<file path="config.mk">
export PLATFORM = sky130hd
export DESIGN_NAME = loop_freq_profiler
export DESIGN_NICKNAME = d
export VERILOG_FILES = /design/src/rtl/lfp_pkg.sv /design/src/rtl/lfp_branch_detect.sv /design/src/rtl/lfp_select.sv /design/src/rtl/lfp_table.sv /design/src/rtl/loop_freq_profiler.sv
export SDC_FILE = /design/constraint.sdc
export NUM_CORES = 2
export LEC_CHECK = 0
export BUFFER_PORTS_ARGS = -buffer_cell sky130_fd_sc_hd__buf_2
export CELL_PAD_IN_SITES_DETAIL_PLACEMENT = 1
export CELL_PAD_IN_SITES_GLOBAL_PLACEMENT = 2
export CORE_MARGIN = 2
export CORE_UTILIZATION = 40
export DETAILED_ROUTE_END_ITERATION = 7
export PLACE_DENSITY_LB_ADDON = 0.1
export SYNTH_ARGS = -nofsm -noshare
export SYNTH_HDL_FRONTEND = slang
export SYNTH_HIERARCHICAL = 1
export SYNTH_SLANG_ARGS = --single-unit
</file>
<file path="constraint.sdc">
create_clock -name clk -period 33.6 [get_ports clk]
set_input_delay 1.68 -clock clk [delete_from_list [all_inputs] [get_ports clk]]
set_output_delay 1.68 -clock clk [all_outputs]
set_load 0.02 [all_outputs]
</file>
<file path="src/rtl/lfp_pkg.sv">
package lfp_pkg;
  // Which extreme a selector searches for
  typedef enum logic {
    SEL_MIN = 1'b0,
    SEL_MAX = 1'b1
  } sel_mode_e;
endpackage

</file>
<file path="src/rtl/lfp_branch_detect.sv">
module lfp_branch_detect #(
  parameter int AW = 32
) (
  input  logic          clk,
  input  logic          rst_n,
  input  logic          clr,
  input  logic          fetch_valid_i,
  input  logic [AW-1:0] fetch_addr_i,
  output logic          ev_valid_o,
  output logic [AW-1:0] ev_src_o,
  output logic [AW-1:0] ev_tgt_o
);
  logic          last_v_q;
  logic [AW-1:0] last_addr_q;

  always_ff @(posedge clk or negedge rst_n) begin
    if (!rst_n) begin
      last_v_q    <= 1'b0;
      last_addr_q <= '0;
      ev_valid_o  <= 1'b0;
      ev_src_o    <= '0;
      ev_tgt_o    <= '0;
    end else if (clr) begin
      last_v_q   <= 1'b0;
      ev_valid_o <= 1'b0;
    end else begin
      ev_valid_o <= fetch_valid_i && last_v_q && (fetch_addr_i < last_addr_q);
      if (fetch_valid_i) begin
        last_v_q    <= 1'b1;
        last_addr_q <= fetch_addr_i;
        ev_src_o    <= last_addr_q;
        ev_tgt_o    <= fetch_addr_i;
      end
    end
  end

  // any event handed on points downward
  p_backward_r1: assert property (@(posedge clk) disable iff (!rst_n)
    ev_valid_o |-> (ev_tgt_o < ev_src_o));

  // an idle bus cycle never yields an event
  p_idle_quiet_r9: assert property (@(posedge clk) disable iff (!rst_n)
    !fetch_valid_i |=> !ev_valid_o);
endmodule

</file>
<file path="src/rtl/lfp_select.sv">
module lfp_select
  import lfp_pkg::*;
#(
  parameter int        N     = 12,
  parameter int        CNT_W = 16,
  parameter sel_mode_e MODE  = SEL_MAX
) (
  input  logic [N-1:0][CNT_W-1:0] cnt_i,
  input  logic [N-1:0]            valid_i,
  output logic                    found_o,
  output logic [$clog2(N)-1:0]    idx_o
);
  localparam int IW = $clog2(N);

  logic [CNT_W-1:0] best;
  logic             better;

  // Linear scan; strict compare keeps the lowest index on ties
  always_comb begin
    found_o = 1'b0;
    idx_o   = '0;
    best    = '0;
    better  = 1'b0;
    for (int i = 0; i < N; i++) begin
      if (MODE == SEL_MAX) better = cnt_i[i] > best;
      else                 better = cnt_i[i] < best;
      if (valid_i[i] && (!found_o || better)) begin
        found_o = 1'b1;
        idx_o   = IW'(i);
        best    = cnt_i[i];
      end
    end
  end
endmodule

</file>
<file path="src/rtl/lfp_table.sv">
module lfp_table
  import lfp_pkg::*;
#(
  parameter int N     = 12,
  parameter int AW    = 32,
  parameter int CNT_W = 16
) (
  input  logic                    clk,
  input  logic                    rst_n,
  input  logic                    clr,
  input  logic                    ev_valid_i,
  input  logic [AW-1:0]           ev_src_i,
  input  logic [AW-1:0]           ev_tgt_i,
  input  logic [$clog2(N)-1:0]    rd_idx_i,
  output logic                    rd_valid_o,
  output logic [AW-1:0]           rd_branch_o,
  output logic [AW-1:0]           rd_target_o,
  output logic [CNT_W-1:0]        rd_count_o,
  output logic [N-1:0]            v_o,
  output logic [N-1:0][AW-1:0]    tag_o,
  output logic [N-1:0][AW-1:0]    tgt_o,
  output logic [N-1:0][CNT_W-1:0] cnt_o
);
  localparam int               IW   = $clog2(N);
  localparam logic [CNT_W-1:0] CMAX = {CNT_W{1'b1}};
  localparam logic [CNT_W-1:0] HALF = CMAX >> 1;

  logic [N-1:0]            v_q;
  logic [N-1:0][AW-1:0]    tag_q;
  logic [N-1:0][AW-1:0]    tgt_q;
  logic [N-1:0][CNT_W-1:0] cnt_q;

  logic [N-1:0]  hit;
  logic          hit_any;
  logic [IW-1:0] hit_idx;
  logic          free_any;
  logic [IW-1:0] free_idx;
  logic          victim_found;
  logic [IW-1:0] victim_idx;
  logic [IW-1:0] ins_idx;
  logic          sat;

  // Per-entry tag compare
  for (genvar g = 0; g < N; g++) begin : g_cmp
    assign hit[g] = v_q[g] && (tag_q[g] == ev_src_i);
  end

  always_comb begin
    hit_idx  = '0;
    free_any = 1'b0;
    free_idx = '0;
    for (int i = N - 1; i >= 0; i--) begin
      if (hit[i]) hit_idx = IW'(i);
      if (!v_q[i]) begin
        free_any = 1'b1;
        free_idx = IW'(i);
      end
    end
  end

  assign hit_any = |hit;
  assign ins_idx = free_any ? free_idx : victim_idx;
  assign sat     = hit_any && (cnt_q[hit_idx] == CMAX - 1'b1);

  lfp_select #(.N(N), .CNT_W(CNT_W), .MODE(SEL_MIN)) u_victim (
    .cnt_i   (cnt_q),
    .valid_i (v_q),
    .found_o (victim_found),
    .idx_o   (victim_idx)
  );

  // Valid bits and counts
  always_ff @(posedge clk or negedge rst_n) begin
    if (!rst_n) begin
      v_q   <= '0;
      cnt_q <= '0;
    end else if (clr) begin
      v_q   <= '0;
      cnt_q <= '0;
    end else if (ev_valid_i) begin
      if (hit_any) begin
        if (sat) begin
          for (int i = 0; i < N; i++)
            cnt_q[i] <= (IW'(i) == hit_idx) ? HALF : (cnt_q[i] >> 1);
        end else begin
          cnt_q[hit_idx] <= cnt_q[hit_idx] + 1'b1;
        end
      end else begin
        v_q[ins_idx]   <= 1'b1;
        cnt_q[ins_idx] <= CNT_W'(1);
      end
    end
  end

  // Addresses need no reset: qualified by the valid bits
  always_ff @(posedge clk) begin
    if (ev_valid_i && !clr) begin
      if (hit_any) begin
        tgt_q[hit_idx] <= ev_tgt_i;
      end else begin
        tag_q[ins_idx] <= ev_src_i;
        tgt_q[ins_idx] <= ev_tgt_i;
      end
    end
  end

  // Registered read port
  always_ff @(posedge clk or negedge rst_n) begin
    if (!rst_n) begin
      rd_valid_o  <= 1'b0;
      rd_branch_o <= '0;
      rd_target_o <= '0;
      rd_count_o  <= '0;
    end else if (int'(rd_idx_i) < N) begin
      rd_valid_o  <= v_q[rd_idx_i];
      rd_branch_o <= v_q[rd_idx_i] ? tag_q[rd_idx_i] : '0;
      rd_target_o <= v_q[rd_idx_i] ? tgt_q[rd_idx_i] : '0;
      rd_count_o  <= cnt_q[rd_idx_i];
    end else begin
      rd_valid_o  <= 1'b0;
      rd_branch_o <= '0;
      rd_target_o <= '0;
      rd_count_o  <= '0;
    end
  end

  assign v_o   = v_q;
  assign tag_o = tag_q;
  assign tgt_o = tgt_q;
  assign cnt_o = cnt_q;

  // a branch address lives in at most one entry
  p_single_hit_r3: assert property (@(posedge clk) disable iff (!rst_n)
    ev_valid_i |-> $onehot0(hit));

  // a miss with room adds exactly one valid entry
  p_insert_one_r2: assert property (@(posedge clk) disable iff (!rst_n)
    (ev_valid_i && !clr && !hit_any && free_any)
    |=> ($countones(v_q) == $past($countones(v_q)) + 1));

  // a full table always offers a victim
  p_victim_r4: assert property (@(posedge clk) disable iff (!rst_n)
    (ev_valid_i && !hit_any && !free_any) |-> victim_found);

  // clear leaves no valid entry
  p_clear_r7: assert property (@(posedge clk) disable iff (!rst_n)
    clr |=> (v_q == '0));

  // out-of-range index reads as empty
  p_rd_range_r8: assert property (@(posedge clk) disable iff (!rst_n)
    (int'(rd_idx_i) >= N) |=> (!rd_valid_o && rd_count_o == '0));

  // no counter ever holds its all-ones value
  for (genvar g = 0; g < N; g++) begin : g_chk
    p_below_max_r5: assert property (@(posedge clk) disable iff (!rst_n)
      cnt_q[g] != CMAX);
  end
endmodule

</file>
<file path="src/rtl/loop_freq_profiler.sv">
module loop_freq_profiler
  import lfp_pkg::*;
#(
  parameter int N     = 12,
  parameter int AW    = 32,
  parameter int CNT_W = 16
) (
  input  logic                 clk,
  input  logic                 rst_n,
  input  logic                 clr,
  input  logic                 fetch_valid,
  input  logic [AW-1:0]        fetch_addr,
  input  logic [$clog2(N)-1:0] rd_idx,
  output logic                 rd_valid,
  output logic [AW-1:0]        rd_branch,
  output logic [AW-1:0]        rd_target,
  output logic [CNT_W-1:0]     rd_count,
  output logic                 hot_valid,
  output logic [AW-1:0]        hot_branch,
  output logic [AW-1:0]        hot_target,
  output logic [CNT_W-1:0]     hot_count
);
  localparam int IW = $clog2(N);

  logic                    ev_valid;
  logic [AW-1:0]           ev_src;
  logic [AW-1:0]           ev_tgt;
  logic [N-1:0]            tab_v;
  logic [N-1:0][AW-1:0]    tab_tag;
  logic [N-1:0][AW-1:0]    tab_tgt;
  logic [N-1:0][CNT_W-1:0] tab_cnt;
  logic                    max_found;
  logic [IW-1:0]           max_idx;

  lfp_branch_detect #(.AW(AW)) u_detect (
    .clk           (clk),
    .rst_n         (rst_n),
    .clr           (clr),
    .fetch_valid_i (fetch_valid),
    .fetch_addr_i  (fetch_addr),
    .ev_valid_o    (ev_valid),
    .ev_src_o      (ev_src),
    .ev_tgt_o      (ev_tgt)
  );

  lfp_table #(.N(N), .AW(AW), .CNT_W(CNT_W)) u_table (
    .clk         (clk),
    .rst_n       (rst_n),
    .clr         (clr),
    .ev_valid_i  (ev_valid),
    .ev_src_i    (ev_src),
    .ev_tgt_i    (ev_tgt),
    .rd_idx_i    (rd_idx),
    .rd_valid_o  (rd_valid),
    .rd_branch_o (rd_branch),
    .rd_target_o (rd_target),
    .rd_count_o  (rd_count),
    .v_o         (tab_v),
    .tag_o       (tab_tag),
    .tgt_o       (tab_tgt),
    .cnt_o       (tab_cnt)
  );

  lfp_select #(.N(N), .CNT_W(CNT_W), .MODE(SEL_MAX)) u_hottest (
    .cnt_i   (tab_cnt),
    .valid_i (tab_v),
    .found_o (max_found),
    .idx_o   (max_idx)
  );

  // One register stage after the comparator
  always_ff @(posedge clk or negedge rst_n) begin
    if (!rst_n) begin
      hot_valid  <= 1'b0;
      hot_branch <= '0;
      hot_target <= '0;
      hot_count  <= '0;
    end else if (clr || !max_found) begin
      hot_valid  <= 1'b0;
      hot_branch <= '0;
      hot_target <= '0;
      hot_count  <= '0;
    end else begin
      hot_valid  <= 1'b1;
      hot_branch <= tab_tag[max_idx];
      hot_target <= tab_tgt[max_idx];
      hot_count  <= tab_cnt[max_idx];
    end
  end

  // a non-empty table is reported one edge later
  p_hot_follow_r6: assert property (@(posedge clk) disable iff (!rst_n)
    (max_found && !clr) |=> hot_valid);

  // clear drops the hot report at once
  p_hot_clear_r7: assert property (@(posedge clk) disable iff (!rst_n)
    clr |=> !hot_valid);
endmodule

</file>
# --- Yosys cells after proc, flatten, opt, wreduce, memory -nomap -nowiden ---
# Cells that the tools add are included.
classes:
  addsub: 1
  order_cmp: 30
  n_eq_ne: 25
  n_mux: 165
  n_bitwise: 6
  n_reduce_logical: 93
op_table:
  columns: ["operator", "count"]
  rows:
  - ["bitwise mux 384 bit", 3]
  - ["2-to-1 mux 192 bit", 4]
  - ["binary-select mux 32 bit (select 4 bit)", 4]
  - ["2-to-1 mux 16 bit", 28]
  - ["== test 32 bit", 12]
  - ["2-to-1 mux 32 bit", 12]
  - ["2-to-1 mux 384 bit", 1]
  - ["demux 32 bit (select 4 bit)", 2]
  - ["binary-select mux 16 bit (select 4 bit)", 3]
  - ["bitwise mux 192 bit", 1]
  - ["bitwise AND 180 bit", 1]
  - ["2-to-1 mux 15 bit", 12]
  - ["NOT 180 bit", 1]
  - ["> comparator 16 bit", 11]
  - ["less-than comparator 16 bit", 11]
  - ["2-to-1 mux 4 bit", 39]
  - ["demux 16 bit (select 4 bit)", 2]
  - ["2-to-1 mux 1 bit", 43]
  - ["logical AND 1 bit", 40]
  - ["2-to-1 mux 12 bit", 3]
  - ["less-than comparator 32 bit", 1]
  - ["bitwise OR 12 bit", 2]
  - ["logical NOT 1 bit", 23]
  - ["logical OR 1 bit", 23]
  - ["other kinds (19)", 38]
totals:
  reg_bits: 1200
  in_bits: 40
  out_inout_bits: 162
  word_cells: 369

# --- Logic depth before layout (Yosys ltp) ---
depth:
  ltp_word: 55
  mapped_depth: 161
  ltp_nobuf: 136

# --- Modules after synthesis ---
# Netlist, hierarchy kept.
by_module_without_submodules:
  columns: ["module", "n_inst", "cells_each", "area_each_um2", "seq_area_each_um2"]
  rows:
  - ["lfp_table", 1, 4471, 54895.1, 30194.0]
  - ["loop_freq_profiler", 1, 826, 9999.6, 2026.9]
  - ["lfp_select (u_hottest)", 1, 1054, 7666.1, 0.0]
  - ["lfp_select (u_table.u_victim)", 1, 985, 6805.3, 0.0]
  - ["lfp_branch_detect", 1, 285, 3144.3, 1651.6]

# --- Worst setup path before layout ---
# OpenSTA, ideal clock, no wires.
synth_timing:
  path_kind: "reg-to-reg"
  startpoint: "reg, netlist name u_table/v_o[0]"
  endpoint: "reg u_table.tgt_q (netlist bit u_table/tgt_o[256]), enable pin"
  setup_time_ns: 0.388
  arrival_ns: 28.133
  t_required_ns: 33.212
  path_slack_ns: 5.079
  path_stages_with_launch: 143
  n_path_buf: 23
  synth_period_minus_slack_ns: 28.521
  path_cell_list: "dfrtp_1 -> buf_4 -> clkbuf_1 -> clkbuf_1 -> nand2_1 -> ha_1 -> a21oi_1 -> nand3_1 -> a22oi_2 -> a41o_1 -> buf_1 -> clkbuf_1 -> nand2_1 -> o21ai_0 -> inv_1 -> ha_1 -> a21oi_1 -> o21a_1 -> [107 not listed] -> mux2_4 -> ha_1 -> a21o_1 -> a21oi_1 -> nor2b_1 -> o21ai_0 -> nand2b_1 -> a21oi_1 -> nor2b_1 -> o21ai_0 -> o311ai_0 -> a21oi_1 -> a31oi_1 -> and3_1 -> nor2b_1 -> o21ai_0 -> nor3_1 -> a21o_1"
synth_lines:
  columns: ["item", "line", "rtl"]
  rows:
  - ["end signal, assigned by index", "lfp_table.sv:99", "tgt_q[hit_idx] <= ev_tgt_i;"]
  - ["end signal, assigned by index", "lfp_table.sv:102", "tgt_q[ins_idx] <= ev_tgt_i;"]
  - ["end, declared", "lfp_table.sv:30", "logic [N-1:0][AW-1:0] tgt_q;"]

# --- Worst setup path after layout ---
layout_timing:
  startpoint: "reg u_table.v_q[0] (netlist: u_table/v_o[0])"
  endpoint: "reg u_table.v_q[0] (netlist: u_table/v_o[0])"
layout_via:
  elab_chain_cells: 54
  word_cells_on_any_way: 93
  classes_between: "order compare (13); eq/ne (1); mux (41); bitwise (1); reduce/logical (37)"
layout_rtl:
  columns: ["item", "line", "rtl"]
  rows:
  - ["start, declared", "lfp_table.sv:28", "logic [N-1:0] v_q;"]
  - ["start signal, assigned", "lfp_table.sv:75", "v_q <= '0;"]
  - ["start signal, assigned", "lfp_table.sv:78", "v_q <= '0;"]
  - ["start signal, assigned by index", "lfp_table.sv:89", "v_q[ins_idx] <= 1'b1;"]
  - ["2-to-1 mux 16 bit or 2-to-1 mux 1 bit (tied branches)", "lfp_select.sv:27", "if (valid_i[i] && (!found_o || better)) begin"]
  - ["less-than comparator 16 bit or logical NOT 1 bit (tied branches)", null, null]
  - ["logical OR 1 bit", "lfp_select.sv:27", null]
  - ["logical AND 1 bit", "lfp_select.sv:27", null]
  - ["2-to-1 mux 16 bit or 2-to-1 mux 1 bit (tied branches)", "lfp_select.sv:27", null]
  - ["less-than comparator 16 bit or logical NOT 1 bit (tied branches)", "lfp_select.sv:26, lfp_select.sv:27", null]
  - ["logical OR 1 bit", "lfp_select.sv:27", null]
  - ["logical AND 1 bit", "lfp_select.sv:27", null]
  - ["[37 not listed]", null, null]
  - ["named net u_table.victim_idx[1]", "lfp_table.sv:39", "logic [IW-1:0] victim_idx;"]
  - ["[1 not listed]", null, null]
  - ["less-than comparator 4 x 5 -> 1 bit (not written as such) or greater-or-equal comparator 4 x 1 -> 1 bit (tied branches)", "lfp_table.sv:89", null]
  - ["logical AND 1 bit (not written as such)", "lfp_table.sv:89", null]
  - ["2-to-1 mux 1 bit (not written as such)", "lfp_table.sv:89", null]
  - ["demux 1 bit (select 4 bit) (*)", null, null]
  - ["bitwise OR 12 bit (no line) (*)", null, null]
  - ["2-to-1 mux 12 bit (*)", "lfp_table.sv:81", "if (hit_any) begin"]
  - ["2-to-1 mux 12 bit (*)", "lfp_table.sv:80", "end else if (ev_valid_i) begin"]
  - ["2-to-1 mux 12 bit (*)", "lfp_table.sv:77", "end else if (clr) begin"]
# Mark *: on every way through the listed nets, which the timed path passes. The rest lies on a longest branch. The select of a mux whose other input is x is not followed.
# A chain may end at the register's enable or synchronous reset.

==> flow_metrics.py <==
metrics = {
    "routing": {
        "vias": 74300,
        "antenna_left": 0,
        "routed_wl_um": 457000,
        "wire_per_inst_um": 42.0,
        "drc": 0,
        "first_pass_iters": 6,
        "drtIter0Drc": 9801,
        "viasPerCell": 6.83,
    },
    "sta": {
        "fmax_ghz": 0.0311,
        "slew_violations": 0,
        "slew_headroom_pct": 0.960,
        "skew_ns": 0.0976,
        "hold_viol": 0,
        "min_period_ns": 32.19,
        "rsz0062_at_grt": "no",
        "fin_crit_sh_pct": 95.8,
        "tightest_slew_ns": 1.47,
        "setup_viol": 0,
        "fin_hold_ws_ns": 0.484,
        "tns_ns": 0,
    },
    "place": {
        "routabilityCongestion": 1.05,
        "dpl-instance-area_sq_um": 89900,
        "dp_hpwl_um": 331000,
        "io_buffers": 201,
    },
    "worst_setup_path": {
        "cpPeakStageDelay_ns": 0.71,
        "worstSetupPathType": "register to register",
        "end_kind": "register",
        "cp.required_ns": 34.28,
        "crit_fanout": 38,
        "crit_start": "u_table/v_o[0]",
        "critPathSlowestCell": "o311ai_0",
        "reg2reg_from": "u_table/v_o[0]",
        "path_common_cell": "o21ai_0",
        "arrival_ns": 32.87,
        "startpoint_type": "register",
    },
    "clock_network": {
        "clockBufferDepth": 3,
        "cts_root_buf": "clkbuf_16",
        "insertion_delay_ns": 0.88,
        "hold_buffers": 0,
        "cts_buffers": 145,
        "cts_max_level": 4,
        "clock_sinks": 1200,
        "tritoncts": "yes",
        "clkTransAtPathRegs_ns": 0.06,
    },
    "floorplan": {
        "die-area_sq_um": 210000,
        "initial_core_util_pct": 40.3,
        "fp-row-count": 166,
        "coreArea_sq_um": 205000,
        "die_h_um": 458,
        "num_io_pins": 202,
        "chipWidth_um": 458,
    },
    "yosys": {
        "synth_area_sq_um": 82500,
        "synth_nets": 8022,
        "syn_avg_cell_area_sq_um": 10.8,
        "yosysWarnings": 6,
        "syn_inst": 7620,
    },
    "job": {
        "drv_cap": 1,
    },
    "global_routing": {
        "grt-ovfl-total": 0,
        "antenna_found_initial": 45,
        "grt_usage_pct": 42.6,
        "grt_pass1_wl_um": 619000,
        "grt_max_degree": 136,
        "first_global_vias": 72600,
    },
    "layout": {
        "syn_to_final_growth_pct": 15.0,
        "fin_nets": 8434,
        "drive_above_1_share_pct": 22.7,
        "final_cell_area_sq_um": 94900,
    },
    "power": {
        "peakVddDrop_mv": 0.0526,
        "power.density_nw_per_um2": 39.0,
        "p_leak_nw": 37.3,
        "finalPower_mw": 3.70,
    },
    "run_status": {
        "failed_checks": "max-capacitance violations",
        "status": "finished with violations",
    },
    "min_path": {
        "worstHoldStart": "u_detect/ev_src_o[14]",
        "min_path_type": "register to register",
    },
}
worst paths after layout:
| path | cells past startpoint | to | slack [ns] |
|---|---|---|---|
| worst max-delay path | 119 | u_table/v_o[0] | 1.41 |
| worst min-delay path | 2 | u_detect/ev_src_o[14] | 0.48 |
| worst max register to register | 119 | u_table/v_o[0] | 1.41 |
| worst min register to register | 2 | u_detect/ev_src_o[14] | 0.48 |
| max in group asynchronous | 4 | u_table/cnt_o[155] | 30.06 |
| min in group asynchronous | 1 | hot_branch[9] | 0.84 |
cells in the final DEF, fill, tap and decap left out, types with 46 or more instances in the layout:
master     instances
edfxtp_1         768
nor3_1           104
ha_1             362
xnor2_1          123
buf_2            196
o31ai_1           98
and3_1            53
o22ai_1          102
a21o_1            83
inv_1            327
mux4_2           403
nand2_1          643
nor2_1           328
nand4_1          112
clkbuf_16        147
mux2_2           272
a21oi_1          370
buf_12            50
nor2b_1          290
mux2i_1          178
nand3_1          133
nand2b_1          46
dfrtp_1          431
xor2_1           269
nor4_1           131
o21ai_0          412
and2_1           272
buf_4            517
flip-flops by register name, summed over array words and instances, names as in the netlist:
signal               count
hot_branch              32
hot_count               16
hot_target              32
hot_valid                1
u_detect/ev_src_o       32
u_detect/ev_tgt_o       32
u_detect/ev_valid_o      1
u_detect/last_v_q        1
u_table/cnt_o          192
u_table/rd_branch_o     32
u_table/rd_count_o      16
u_table/rd_target_o     32
u_table/rd_valid_o       1
u_table/tag_o          384
u_table/tgt_o          384
u_table/v_o             12
routing by layer:
| layer | global-route usage [%] | share of wire (%) | up-vias |
|---|---|---|---|
| met5 | 0.230 | 0.041 | - |
| met4 | 28.2 | 7.9 | 20 |
| met3 | 8.75 | 9.0 | 1272 |
| met2 | 64.1 | 44 | 4724 |
| met1 | 55.5 | 39 | 38800 |
| li1 | - | - | 29500 |
what timing repair did:
action / in CTS / in global routing
gates resized for setup: 0 / 6
buffers inserted: 0 / 0
endpoints found under the setup margin: 0 / 1354
power breakdown:
| part | switching (mW) | internal, mW |
|---|---|---|
| Clock | 0.722 | 0.911 |
| Combinational | 0.307 | 0.121 |
| Sequential | 0.0395 | 1.60 |
worst max-delay path, delay by kind of cell (launching register included):
kind	cells	cell delay, ns
AOI/OAI and AO/OA	56	14.41
adders and majority gates	11	3.47
buffers and inverters	12	2.68
DFF	1	0.68
muxes	4	1.45
and+or+nand+nor	36	9.06
layout make-up:
class,instances,area [sq um]
Sequential cell,1200,33900
Tap cell,2688,3360
Multi-Input combinational cell,5589,45500
Clock buffer,197,4070
Fill cell,22000,110000
Clock inverter,74,832
Antenna cell,36,90.1
Timing Repair Buffer,767,5920
Inverter,329,1230
metrics by stage:
| step | setup WS, ns | instances | util [%] |
|---|---|---|---|
| detailed placement | 1.37 | 10600 | 43.9 |
| finish | 1.41 | 10900 | 46.3 |
| CTS | 1.25 | 10800 | 46.3 |
| floorplan | 5.08 | 7620 | - |
| global placement | 1.70 | 10600 | 43.9 |
| global route | 0.121 | 10800 | 46.3 |
(Power assumes the default switching activity.)
